## src/rtl/mmio_port_pkg.sv

```systemverilog
package mmio_port_pkg;
  localparam int unsigned OFF_IN_DATA  = 0;
  localparam int unsigned OFF_IN_CTL   = 2;
  localparam int unsigned OFF_OUT_DATA = 4;
  localparam int unsigned OFF_OUT_CTL  = 6;

  // input control bits
  localparam int unsigned IN_RDY_BIT = 0;
  localparam int unsigned IN_OVR_BIT = 2;
  localparam int unsigned IN_IE_BIT  = 3;

  // output control bits
  localparam int unsigned OUT_GO_BIT   = 0;
  localparam int unsigned OUT_DONE_BIT = 1;
  localparam int unsigned OUT_IE_BIT   = 2;
endpackage

```

## src/rtl/mmio_rx_chan.sv

```systemverilog
module mmio_rx_chan
  import mmio_port_pkg::*;
#(
  parameter int DATA_W = 16
) (
  input  logic              clk,
  input  logic              rst,
  input  logic              in_valid,
  input  logic [DATA_W-1:0] in_word,
  input  logic              ctl_we,
  input  logic [DATA_W-1:0] wdata,
  output logic [DATA_W-1:0] data_q,
  output logic              ready_q,
  output logic              ovr_q,
  output logic              ie_q
);
  always_ff @(posedge clk) begin
    if (rst) begin
      data_q  <= '0;
      ready_q <= 1'b0;
      ovr_q   <= 1'b0;
      ie_q    <= 1'b0;
    end else begin
      if (ctl_we) begin
        ready_q <= ready_q & wdata[IN_RDY_BIT];
        ovr_q   <= ovr_q & wdata[IN_OVR_BIT];
        ie_q    <= wdata[IN_IE_BIT];
      end
      if (in_valid) begin
        if (!ready_q) begin
          data_q  <= in_word;
          ready_q <= 1'b1;
        end else begin
          ovr_q <= 1'b1;
        end
      end
    end
  end

  p_capture_r3: assert property (@(posedge clk) disable iff (rst)
    (in_valid && !ready_q) |=> (ready_q && data_q == $past(in_word)));

  p_drop_keeps_word_r5: assert property (@(posedge clk) disable iff (rst)
    (in_valid && ready_q) |=> (ovr_q && $stable(data_q)));

  p_ready_never_self_sets_r4: assert property (@(posedge clk) disable iff (rst)
    (!ready_q && !in_valid) |=> !ready_q);
endmodule

```

## src/rtl/mmio_tx_chan.sv

```systemverilog
module mmio_tx_chan
  import mmio_port_pkg::*;
#(
  parameter int DATA_W      = 16,
  parameter int XFER_CYCLES = 16
) (
  input  logic              clk,
  input  logic              rst,
  input  logic              dat_we,
  input  logic              ctl_we,
  input  logic [DATA_W-1:0] wdata,
  output logic              out_valid,
  output logic [DATA_W-1:0] out_word,
  output logic [DATA_W-1:0] dout_q,
  output logic              go_q,
  output logic              done_q,
  output logic              ie_q
);
  localparam int CNT_W = (XFER_CYCLES > 1) ? $clog2(XFER_CYCLES) : 1;
  localparam logic [CNT_W-1:0] CNT_LAST = CNT_W'(XFER_CYCLES - 1);

  logic [CNT_W-1:0] cnt_q;
  logic             busy;
  logic             done_keep;

  assign busy      = go_q && !done_q;
  assign done_keep = done_q & wdata[OUT_DONE_BIT];
  assign out_word  = dout_q;

  always_ff @(posedge clk) begin
    if (rst) begin
      dout_q    <= '0;
      go_q      <= 1'b0;
      done_q    <= 1'b0;
      ie_q      <= 1'b0;
      cnt_q     <= '0;
      out_valid <= 1'b0;
    end else begin
      out_valid <= 1'b0;
      if (busy) begin
        if (cnt_q == '0) begin
          go_q      <= 1'b0;
          done_q    <= 1'b1;
          out_valid <= 1'b1;
        end else begin
          cnt_q <= cnt_q - 1'b1;
        end
      end else begin
        if (dat_we) dout_q <= wdata;
        if (ctl_we) begin
          done_q <= done_keep;
          ie_q   <= wdata[OUT_IE_BIT];
          go_q   <= wdata[OUT_GO_BIT] & ~done_keep;
          cnt_q  <= CNT_LAST;
        end
      end
    end
  end

  p_go_done_exclusive_r6: assert property (@(posedge clk) disable iff (rst)
    !(go_q && done_q));

  p_done_with_pulse_r7: assert property (@(posedge clk) disable iff (rst)
    $rose(done_q) |-> out_valid);

  p_pulse_single_r7: assert property (@(posedge clk) disable iff (rst)
    out_valid |=> !out_valid);

  p_busy_holds_word_r8: assert property (@(posedge clk) disable iff (rst)
    (busy && dat_we) |=> $stable(dout_q));
endmodule

```

## src/rtl/mmio_port.sv

```systemverilog
module mmio_port
  import mmio_port_pkg::*;
#(
  parameter int              ADDR_W      = 16,
  parameter int              DATA_W      = 16,
  parameter logic [15:0]     BASE        = 16'hFF00,
  parameter int              XFER_CYCLES = 16
) (
  input  logic              clk,
  input  logic              rst,
  input  logic [ADDR_W-1:0] bus_addr,
  input  logic              bus_wr,
  input  logic              bus_rd,
  input  logic [DATA_W-1:0] bus_wdata,
  output logic [DATA_W-1:0] bus_rdata,
  input  logic              dev_in_valid,
  input  logic [DATA_W-1:0] dev_in_word,
  output logic              dev_out_valid,
  output logic [DATA_W-1:0] dev_out_word,
  output logic              irq
);
  localparam logic [ADDR_W-1:0] A_IN_DATA  = ADDR_W'(BASE + OFF_IN_DATA);
  localparam logic [ADDR_W-1:0] A_IN_CTL   = ADDR_W'(BASE + OFF_IN_CTL);
  localparam logic [ADDR_W-1:0] A_OUT_DATA = ADDR_W'(BASE + OFF_OUT_DATA);
  localparam logic [ADDR_W-1:0] A_OUT_CTL  = ADDR_W'(BASE + OFF_OUT_CTL);

  logic [DATA_W-1:0] rx_data, tx_data, rd_mux;
  logic rx_ready, rx_ovr, rx_ie;
  logic tx_go, tx_done, tx_ie;
  logic irq_next;

  mmio_rx_chan #(.DATA_W(DATA_W)) u_rx (
    .clk      (clk),
    .rst      (rst),
    .in_valid (dev_in_valid),
    .in_word  (dev_in_word),
    .ctl_we   (bus_wr && bus_addr == A_IN_CTL),
    .wdata    (bus_wdata),
    .data_q   (rx_data),
    .ready_q  (rx_ready),
    .ovr_q    (rx_ovr),
    .ie_q     (rx_ie)
  );

  mmio_tx_chan #(.DATA_W(DATA_W), .XFER_CYCLES(XFER_CYCLES)) u_tx (
    .clk       (clk),
    .rst       (rst),
    .dat_we    (bus_wr && bus_addr == A_OUT_DATA),
    .ctl_we    (bus_wr && bus_addr == A_OUT_CTL),
    .wdata     (bus_wdata),
    .out_valid (dev_out_valid),
    .out_word  (dev_out_word),
    .dout_q    (tx_data),
    .go_q      (tx_go),
    .done_q    (tx_done),
    .ie_q      (tx_ie)
  );

  always_comb begin
    rd_mux = '0;
    unique case (bus_addr)
      A_IN_DATA:  rd_mux = rx_data;
      A_IN_CTL: begin
        rd_mux[IN_RDY_BIT] = rx_ready;
        rd_mux[IN_OVR_BIT] = rx_ovr;
        rd_mux[IN_IE_BIT]  = rx_ie;
      end
      A_OUT_DATA: rd_mux = tx_data;
      A_OUT_CTL: begin
        rd_mux[OUT_GO_BIT]   = tx_go;
        rd_mux[OUT_DONE_BIT] = tx_done;
        rd_mux[OUT_IE_BIT]   = tx_ie;
      end
      default:    rd_mux = '0;
    endcase
  end

  assign irq_next = (rx_ready && rx_ie) || (tx_done && tx_ie);

  always_ff @(posedge clk) begin
    if (rst) begin
      bus_rdata <= '0;
      irq       <= 1'b0;
    end else begin
      bus_rdata <= bus_rd ? rd_mux : '0;
      irq       <= irq_next;
    end
  end

  p_rdata_idle_zero_r2: assert property (@(posedge clk) disable iff (rst)
    !bus_rd |=> (bus_rdata == '0));

  p_irq_follows_r10: assert property (@(posedge clk) disable iff (rst)
    (rx_ready && rx_ie) |=> irq);

  p_irq_needs_source_r10: assert property (@(posedge clk) disable iff (rst)
    (!rx_ready && !tx_done) |=> !irq);
endmodule

```

## config.mk

```make
export PLATFORM = sky130hd
export DESIGN_NAME = mmio_port
export DESIGN_NICKNAME = d
export VERILOG_FILES = /design/src/rtl/mmio_port_pkg.sv /design/src/rtl/mmio_rx_chan.sv /design/src/rtl/mmio_tx_chan.sv /design/src/rtl/mmio_port.sv
export SDC_FILE = /design/constraint.sdc
export NUM_CORES = 1
export LEC_CHECK = 0
export ABC_AREA = 0
export CORE_ASPECT_RATIO = 1.4
export CORE_UTILIZATION = 49
export CTS_BUF_LIST = sky130_fd_sc_hd__clkbuf_4
export DETAILED_ROUTE_END_ITERATION = 10
export PLACE_DENSITY = 0.87
export RECOVER_POWER = 100
export SLEW_MARGIN = 40
export SYNTH_ARGS = -nofsm -noshare
export SYNTH_HDL_FRONTEND = slang
export SYNTH_SLANG_ARGS = --single-unit
```

## constraint.sdc

```tcl
create_clock -name clk -period 6.27 [get_ports clk]
set_clock_uncertainty 0.15 [all_clocks]
set_input_delay 1.254 -clock clk [delete_from_list [all_inputs] [get_ports clk]]
set_output_delay 1.254 -clock clk [all_outputs]
set_load 0.02 [all_outputs]
```

After elaboration in Yosys (flattened, before gate mapping):

Index checks and enable logic that the tools add are counted.

* memories: 0
* memory bits (writable): 0
* bits in latches: 0
* logic and storage cells: 65
* memory bits (read-only): 0
* input port bits: 53
* register bits after elaboration: 60

* reduce and logical (&&, ||, !) cells: 17
* multiplexer cells: 21
* order comparisons: 0
* divide/modulo/power cells: 0
* multipliers: 0
* shifts and indexed selects: 0
* equal/unequal tests: 6
* add/subtract/negate cells: 1
* bitwise operators: 8

Operator list (number)
* == test 16 bit, second input constant: 4
* one-hot mux 12 bit (2 select lines): 1
* 2-to-1 mux 1 bit: 13
* 2-to-1 mux 4 bit: 3
* AND reduction 2 bit: 5
* one-hot mux 1 bit (4 select lines): 2
* logical AND 1 bit: 6
* one-hot mux 1 bit (3 select lines): 2
* bitwise AND 1 bit: 4
* zero test 4 bit: 1
* inequality test 2 bit, second input constant: 2
* inverter 1 bit: 4
* OR reduction 2 bit: 2
* subtractor 4 x 1 -> 4 bit, second input constant: 1
* nonzero test 2 bit: 1
* zero test 1 bit: 1
* logical OR 1 bit: 1

Longest topological paths before layout:

Gate-level depths: netlist of run 1.

* depth after elaboration: 5
* gate-level depth with buffers: 7
* gate-level depth less buffers: 6

Hierarchy:

From an unflattened synthesis of run 1, not the netlist that was laid out.

* cells, all modules: 289
* area, all modules: 2854.0 µm²

By module, submodules not included
* mmio_tx_chan: cells each 131, instances 1, area an instance 1113.6 µm², seq. area each 480.5 µm²
* mmio_rx_chan: cells each 84, instances 1, area an instance 895.9 µm², seq. area each 380.4 µm²
* mmio_port: cells each 74, instances 1, area an instance 844.6 µm², seq. area each 340.3 µm²

Least setup slack after synthesis of run 1:

OpenSTA, ideal clock, no wires.

* kind: in2reg
* start point: input bus_addr[3]
* end point: register u_rx.ovr_q
* required time: 5.988 ns
* arrival: 2.777 ns
* slack: 3.211 ns
* setup time: 0.132 ns
* cell stages on the path: 5
* path through: or4_1 > or4_1 > buf_2 > o31ai_1 > a21oi_1

* cells in the longest elaborated chain, start to end: 5

RTL lines
* start: declaration: RTL line mmio_port.sv:11 `input logic [ADDR_W-1:0] bus_addr,`
* == test 16 bit (*): RTL line mmio_port.sv:37 `.ctl_we (bus_wr && bus_addr == A_IN_CTL),`
* logical AND 1 bit (*): RTL line mmio_port.sv:37
* 2-to-1 mux 1 bit (*): RTL line mmio_rx_chan.sv:24 `if (ctl_we) begin`
* 2-to-1 mux 1 bit: RTL line mmio_rx_chan.sv:30 `if (!ready_q) begin`
* 2-to-1 mux 1 bit (*): RTL line mmio_rx_chan.sv:29 `if (in_valid) begin`
* end signal: assignment: RTL line mmio_rx_chan.sv:26 `ovr_q <= ovr_q & wdata[IN_OVR_BIT];`
* end: declaration: RTL line mmio_rx_chan.sv:14 `output logic ovr_q,`

Every way passes the cells marked *; elsewhere a longest branch is shown, timed or not.
A chain may end at the register's enable or synchronous reset.

Worst setup path after layout of run 1:

* start point: input rst
* end point: register bus_rdata[13]

* cells in the longest elaborated chain, start to end: 1

RTL lines
* start: declaration: RTL line mmio_port.sv:10 `input logic rst,`
* OR reduction 2 bit (no source line)
* end signal: assignment: RTL line mmio_port.sv:85 `bus_rdata <= bus_rd ? rd_mux : '0;`
* end: declaration: RTL line mmio_port.sv:15 `output logic [DATA_W-1:0] bus_rdata,`

No other way between the ends.

==> results.md, run 1 <==
- Status: complete, but fails checks
- Failing checks: max-capacitance violations, max-slew violations
- Most used DFF post-synth: dfxtp_1
- Post-DP HPWL: ~4.4 mm
- Clock Tree Root: clkbuf_4
- Global-route wire length before repair: 10.1 mm
- Post-Syn Nets: between 300 and 400
- Die ar.: 0.00516 mm2
- CTS tree: yes
- Mapped Avg Cell Area: 8.72 um2
- Total Routing Usage GR: about a quarter
- Boundary pin count: 87
- Max FO, Critical Path: 46
- Final setup vio count: 0
- Leakage: roughly 1.3 nW
- Final Max Slew Viols: 47
- DRC: 0
- RSZ-0062 raised after global routing: false
- Critical Path AT: roughly 4500 ps
- Seq cells post-synth: 60
- Core Box Area: about 0.0046 mm2
- Layout cells sized above 1: roughly 6.7%
- Max clock buf depth: 2
- Pwr per Cell Area: 236 mW/mm2
- Mapped Area: around 0.0024 mm2
- Slew HR: -36.9%
- Yosys cell types: 37
- Crit path cell chain: dlygate4sd3_1, clkbuf_1, or4b_1, or4_1, or2_0, nor2_1
- Vias: around 2.3k
- Number of fill cells: 350
- Drt pass-1 iters: 4
- Max-cap violations: 1
- Period utilization: 69.3%
- Die Span X: about 61 um
- Worst slack, placed: 2480 ps
- Final Hold Fails: 0
- Hold depth: 2
- Initial DRC Count: around 110
- Worst skew pair latency: slightly above 400 ps
- Initial core utilization: roughly 52%
- Die height: 84.6 um
- DRT Wirelength: around 6.4 mm
- Most common cell after layout, fill and taps aside: dfxtp_1
- Worst vdd ir: between 0.2 and 0.25 mV
- Routability Congestion: between 0.8 and 0.9
- Clock-pin slew on the worst setup and hold paths: roughly 110 ps
- Ys Warns: 0
- Most frequent cells in the layout: 60 x dfxtp_1, 50 x clkdlybuf4s50_1, 41 x a21oi_1
- Via density per instance: 5.46
- Crit-path slowest cell: clkbuf_1
- Layout area overhead: 44.1%
- Number of setup buffers added after CTS: 0
- CP endpoint kind: flip-flop
- CP Launch Type: input pin
- Final net count: 409
- CP Class: in -> reg
- Post-synthesis sequential area ratio: between 50% and 60%
- # H-tree levels: 3
- Vias in the first global route: 2348
- Slowest cell delay on critical path: approximately 750 ps
- EDFF count, synth: 0
- FFs w/ async S/R, synth: 0%
- Slew of the pin with the lowest slew margin: a little over 2000 ps
- Max Freq: between 0.2 and 0.25 GHz
- Largest net degree at the start of global routing: 47
- PortBufs: between 80 and 90
- Hold Crit Class: reg -> reg
- Setup WS post-layout: roughly 1900 ps
- Synth Instances: between 200 and 300
- Reg2reg path depth: 4
- Diodes inserted: 0
- Total global routing overflow: 0
- Wire per inst: 15.2 um
- Hold_buf cts: 0
- CTS-repair resized insts: 0
- Antenna Nets Post-Route: 0
- Clk sinks: 60
- Sum Neg Setup Slack: 0 ps
- Initial antenna violation count: 0
- FP Rows: 29
- Final Critical Period: between 4000 and 5000 ps
- CTS buffer count: 9
- Worst path required time: about 6500 ps
final timing paths:
kind	start	endpoint	slack (ps)
worst max-delay path	rst	bus_rdata[13]	1930
worst min-delay path	u_rx.data_q[11]	u_rx.data_q[11]	310
worst max register to register	u_tx.done_q	u_tx.dout_q[6]	4310
worst min register to register	u_rx.data_q[11]	u_rx.data_q[11]	310
area by class of cell:
type / instances / area, um2 / share of cell area [%]
timing repair buffer: 90 / 887 / 25.8
multi-input combinational: 188 / 1070 / 31.1
clock inverter: 7 / 115 / 3.34
clock buffer: 9 / 67.6 / 1.96
inverter: 6 / 22.5 / 0.654
sequential: 60 / 1200 / 34.9
tap: 62 / 77.6 / 2.25
routing by layer:
layer / global-route usage, % / wire length (um)
met5: 0 / 0
met4: 15.5 / 109
met3: 6.93 / 252
met2: 45.8 / 3540
met1: 28.4 / 2500
flip-flops by register name (all words and copies together) (netlist names):
name,cells
u_tx.out_valid,1
bus_rdata,16
u_rx.ready_q,1
u_tx.cnt_q,4
u_tx.dout_q,16
u_rx.ie_q,1
u_rx.data_q,16
irq,1
u_tx.go_q,1
u_tx.done_q,1
u_rx.ovr_q,1
u_tx.ie_q,1
per-stage QoR:
step | power (W) | utilization, % | std cells | hold slack [ps] | area (um2)
detailed placement | 0.000473 | 70.9 | 406 | 296 | 3270
global placement | 0.000471 | 70.9 | 406 | 291 | 3270
CTS | 0.000814 | 74.9 | 422 | 310 | 3450
finish | 0.000814 | 74.7 | 422 | 311 | 3440
floorplan | 0.000431 | - | 274 | 283 | 2390
global route | 0.000839 | 74.7 | 422 | 329 | 3440
Yosys cell counts, types with 3 or more instances:
master	instances	area (um2)
nand2b_1	3	18.8
buf_2	3	15.0
inv_1	6	22.5
mux2i_1	14	140
o21ai_0	18	90.1
dfxtp_1	60	1200
nor2_1	19	71.3
nand2_1	36	135
a21oi_1	41	205
nand3_1	20	100
nor2b_1	4	25.0
clkbuf_1	13	48.8
kinds of logic (layout without fill, tap and decap cells):
family,after synthesis,in the layout,share of synthesized area (%)
buf+inv,26,112,4.87
simple gates,100,100,20.2
mux,17,17,8.22
fa+ha+maj,1,1,0.524
compound gates,70,70,15.9
flops,60,60,50.3
power breakdown:
group,total [W],switching (W),internal (W)
Combinational,0.0000725,0.0000316,0.0000408
Clock,0.000349,0.000149,0.000200
Sequential,0.000392,0.00000405,0.000388
Total,0.000814,0.000185,0.000629
worst max-delay path: cells and delay by family:
family	cells	cell delay, ps
buf+inv	2	1280
simple gates	4	1990
Note: power is estimated with default switching activity, not from simulation.
==> inputs of run 2 (changes only) <==
CORE_UTILIZATION = 41   (was 49)
PLACE_DENSITY = 0.77   (was 0.87)
clock period = 3.6 ns   (was 6.27 ns; I/O delays follow)
==> results.md, run 2 (synthesis results as in run 1) <==
- Sum Neg Setup Slack: 0 ps (unchanged)
- Initial antenna violation count: 0 (unchanged)
- Boundary pin count: 87 (unchanged)
- Pwr per Cell Area: 366 mW/mm2 (+55%)
- Status: complete, but fails checks
- Die ar.: 0.00614 mm2 (+19%)
- Period utilization: between 80 and 90%
- Regs by FF count: bus_rdata (16), u_rx.data_q (16), u_tx.dout_q (16)
- Vias: 2313 (+0.43%)
- Leakage: 1.32 nW (-0.71%)
- CP endpoint kind: flip-flop
- Die height: 92.3 um (+9.1%)
- FP Rows: 32 (+10%)
- PortBufs: 86 (unchanged)
- Slowest cell delay on critical path: 820 ps (+70 ps)
- Final setup vio count: 0 (unchanged)
- Max Freq: approximately 0.33 GHz
- Layout area overhead: 42.6%
- Final Hold Fails: 0 (unchanged)
- Most frequent cells in the layout: 60 x dfxtp_1, 50 x clkdlybuf4s50_1, 41 x a21oi_1
- Number of setup buffers added after CTS: 0 (unchanged)
- Worst skew pair latency: 390 ps (-20 ps)
- Crit path buffers/inverters: 1 (-1)
- Total global routing overflow: 0 (unchanged)
- Initial core utilization: 42.9% (-8.9 points)
- Clock-pin slew on the worst setup and hold paths: 100 ps (about the same)
- Clk sinks: 60 (unchanged)
- GRT met2 Usage: 38.9% (-6.9 points)
- Layout cells sized above 1: 6.91% (+0.24 points)
- Via density per instance: 5.38 (-1.4%)
- Met1 usage: 24.8% (-3.6 points)
- Crit-path slowest cell: or4_1
- Wire per inst: 14.5 um (-4.2%)
- RSZ-0062 raised after global routing: false
- CTS tree: yes
- Hold Crit Class: reg -> reg
- Die Span X: 66.5 um (+9.0%)
- Routability Congestion: 0.764 (-6.2%)
- Total Routing Usage GR: 21.9% (-4.8 points)
- Global route hottest layer: met2
- CTS-repair resized insts: 0 (unchanged)
- Max FO, Critical Path: 21 (-54%)
- Core Box Area: 0.00557 mm2 (+21%)
- Vias in the first global route: 2189 (-6.8%)
- Drt pass-1 iters: 5 (+1)
- Final Max Slew Viols: 46 (-2.1%)
- CTS buffer count: 9 (unchanged)
- Initial DRC Count: 153 (+44%)
- Hold_buf cts: 0 (unchanged)
- Worst vdd ir: 0.183 mV (-25%)
- Critical Path AT: 3090 ps (-1440 ps)
- CP Launch Type: input pin
- Post-DP HPWL: 4.37 mm (+0.16%)
- Failing checks: max-capacitance violations, max-slew violations
- Largest net degree at the start of global routing: 46 (-2.1%)
- Critical path's most frequent cell: or4_1
- Clock Tree Root: clkbuf_4
- Delay-heaviest family, CP: simple AND/OR/NAND/NOR gates
- Slew of the pin with the lowest slew margin: 1970 ps (-78.7 ps)
- Global-route wire length before repair: 10.1 mm (+0.28%)
- DRT Wirelength: 6.25 mm (-2.3%)
- Final net count: 411 (+0.49%)
- GR Util met3: 2.96% (-4.0 points)
- Setup slack, reg-to-reg: 1690 ps (-2620 ps)
- Slew HR: -31.6% (+5.2 points)
- Worst path required time: 3640 ps (-2820 ps)
- Most common cell after layout, fill and taps aside: dfxtp_1
- Final Critical Period: 3050 ps
- Antenna Nets Post-Route: 0 (unchanged)
- CP Class: in -> reg
- # H-tree levels: 3 (unchanged)
- DRC: 0 (unchanged)
- Crit path cell chain: dlygate4sd3_1, or4_1, or4_1, o31ai_1, a21oi_1
- Max clock buf depth: 2 (unchanged)
- Max-cap violations: 1 (unchanged)
- Diodes inserted: 0 (unchanged)
- Fin util: 61.2% (-13 points)
==> run 2: layout make-up <==
cell class / count / area, um2
tap: 68 / 85.1
multi-input combinational: 188 / 1070
clock inverter: 7 / 57.6
clock buffer: 9 / 67.6
fill: 513 / 2160
sequential: 60 / 1200
timing repair buffer: 92 / 902
inverter: 6 / 22.5
==> run 2: path summary, 6_finish.rpt <==
path	depth (start not counted)	startpoint	to
setup / recovery	5	bus_addr[3]	u_rx.ready_q
hold / removal	2	u_rx.data_q[15]	u_rx.data_q[15]
setup reg to reg	6	u_tx.cnt_q[0]	u_tx.cnt_q[0]
hold reg to reg	2	u_rx.data_q[15]	u_rx.data_q[15]
==> run 2: where the power goes <==
group	total, W	switching (W)	leakage, nW	internal (W)
sequential	0.000683	0.00000691	0.486	0.000676
clock	0.000437	0.000235	0.0743	0.000202
combinational	0.000126	0.0000546	0.759	0.0000718
total	0.00125	0.000296	1.32	0.000950
==> run 2: through the flow <==
stage	area (um2)	setup WS [ps]	hold WS [ps]	cells	power (W)
after global routing	3410	421	326	430	0.00129
final	3410	551	308	430	0.00125
after CTS	3420	763	309	430	0.00126
after global placement	3290	373	291	414	0.000823
after floorplan	2390	1080	283	274	0.000750
after detailed placement	3290	347	296	414	0.000825
==> run 2: per-layer routing <==
| metal | wire length, um | up-vias |
|---|---|---|
| met3 | 245 | 11 |
| met1 | 2510 | 1112 |
| met4 | 122 | 0 |
| met2 | 3380 | 68 |
| met5 | 0 | - |
| li1 | - | 1122 |
==> run 2: worst reg2reg max path: stages (launching register included) <==
cell      delay, ps
dfxtp_1         350
inv_1            70
ha_1            180
nor3b_1         420
nor2_1          200
a211oi_1        240
a211oi_1         90
==> inputs of run 3 (changes only) <==
clock period = 2.4 ns   (was 3.6 ns; I/O delays follow)
==> results.md, run 3 (synthesis results as in run 1) <==
- Initial DRC Count: 119 (-22%)
- Power, Total: 0.00179 W (+44%)
- Vias in the first global route: 2199 (+0.46%)
- Final setup vio count: 0 (unchanged)
- Drt pass-1 iters: 4 (-1)
- RSZ-0062 raised after global routing: false
- Number of setup buffers added after CTS: 0 (unchanged)
- Initial antenna violation count: 0 (unchanged)
- Leakage: 1.35 nW (+2.6%)
- CTS tree: yes
- Antenna Nets Post-Route: 0 (unchanged)
- Final net count: 421 (+2.4%)
- Global-route wire length before repair: 10.1 mm (-0.21%)
- Layout cells sized above 1: 9.41% (+2.5 points)
- Hold path startpoint: u_rx.data_q[13]
- Non-filler cells in the finished layout: 440 (+2.3%)
- DRC: 0 (unchanged)
- Worst vdd ir: 0.258 mV (+41%)
- Crit path buffers/inverters: 2 (+1)
- Final hold slack: 310 ps (+1.70 ps)
- Via density per instance: 5.23 (-2.8%)
- Worst skew pair latency: 410 ps (+20 ps)
- Worst path required time: 2510 ps (-1130 ps)
- PortBufs: 86 (unchanged)
- Period utilization: a little over nine tenths
- Placed Instances: 424 (+2.4%)
- FP Rows: 32 (unchanged)
- Max Freq: between 0.4 and 0.5 GHz
- Die height: 92.3 um (unchanged)
- Layout area overhead: 45.2%
- Vias: 2301 (-0.52%)
- Slowest cell delay on critical path: 540 ps (-280 ps)
- Routability Congestion: 0.796 (+4.1%)
- FF-to-FF Start: u_tx.done_q
- Clk sinks: 60 (unchanged)
- Diodes inserted: 0 (unchanged)
- Crit-path slowest cell: or4_1
- Final Critical Period: roughly 2300 ps
- Largest net degree at the start of global routing: 46 (unchanged)
- Hold Crit Class: reg -> reg
- Wire per inst: 14.2 um (-2.4%)
- Sum Neg Setup Slack: 0 ps (unchanged)
- Final Hold Fails: 0 (unchanged)
- Final Max Slew Viols: 0 (-100%)
- Max clock buf depth: 2 (unchanged)
- DRT Wirelength: 6.24 mm (-0.13%)
- Pwr per Cell Area: 517 mW/mm2 (+41%)
- Status: finished, final reports clean
- Critical path's most frequent cell: or4_1
- Most common cell after layout, fill and taps aside: dfxtp_1
- Delay-heaviest family, CP: simple AND/OR/NAND/NOR gates
- Boundary pin count: 87 (unchanged)
- Regs by FF count: bus_rdata (16), u_rx.data_q (16), u_tx.dout_q (16)
- Hold_buf cts: 0 (unchanged)
- Max-cap violations: 0 (-1)
- CP endpoint kind: flip-flop
- Die ar.: 0.00614 mm2 (unchanged)
- Slew of the pin with the lowest slew margin: 725 ps (-1250 ps)
- Crit path cell chain: clkdlybuf4s50_1, or4_1, or4_1, buf_4, o31ai_1, a21oi_1
- Worst Setup SP: bus_addr[3]
- Slew HR: 51.7% (+83 points)
- Die Span X: 66.5 um (unchanged)
- Clock-pin slew on the worst setup and hold paths: 90 ps (about the same)
- CP Class: in -> reg
- CP Launch Type: input pin
- # H-tree levels: 3 (unchanged)
- Max FO, Critical Path: 21 (unchanged)
- Core Box Area: 0.00557 mm2 (unchanged)
- Clock Tree Root: clkbuf_4
- CTS buffer count: 9 (unchanged)
- Post-DP HPWL: 4.50 mm (+2.9%)
- Total Routing Usage GR: 22.4% (+0.55 points)
- Fin util: 62.3% (+1.1 points)
- Initial core utilization: 42.9% (unchanged)
- Most frequent cells in the layout: 60 x dfxtp_1, 52 x clkdlybuf4s50_1, 41 x a21oi_1
- CTS-repair resized insts: 0 (unchanged)
- Critical Path AT: 2430 ps (-660 ps)
- Total global routing overflow: 0 (unchanged)
run 3: cell type report:
type	count	area, um2
fillers	505	2100
flip-flops and latches	60	1200
multi-input cells	188	1070
repair buffers	102	982
well taps	68	85.1
clock buffers	10	75.1
clock inverters	6	31.3
inverters	6	22.5
run 3: worst reg2reg max path: stages, from the launching register on:
cell and delay, ps:
dfxtp_1 480, nand2b_1 290, nand2_1 370, o21ai_0 280, a21oi_1 90
run 3: per-layer routing:
| layer | up-vias | global-route usage, % | part of all wire, % |
|---|---|---|---|
| met1 | 1073 | 24.2 | 39 |
| met4 | 0 | 12.8 | 2.8 |
| met5 | - | 0 | 0 |
| met3 | 16 | 4.56 | 4.5 |
| li1 | 1144 | - | - |
| met2 | 68 | 39.5 | 54 |
run 3: path summary, 6_finish.rpt:
| path | endpoint | slack [ps] | cells after the start |
|---|---|---|---|
| worst min register to register | u_rx.data_q[13] | 310 | 2 |
| worst max register to register | u_tx.dout_q[3] | 610 | 4 |
| worst min-delay path | u_rx.data_q[13] | 310 | 2 |
| worst max-delay path | u_rx.ready_q | 80 | 6 |
run 3: per-stage QoR:
step	instance area (um2)	setup slack, ps
after global placement	3380	-319
after detailed placement	3380	-351
final	3470	76.5
after global routing	3470	16.1
after floorplan	2390	115
after CTS	3490	91.4
run 3: where the power goes:
part	switching [W]	total (W)	internal (W)
Combinational	0.0000821	0.000196	0.000114
Clock	0.000361	0.000574	0.000214
Sequential	0.0000104	0.00102	0.00101
Total	0.000453	0.00179	0.00134
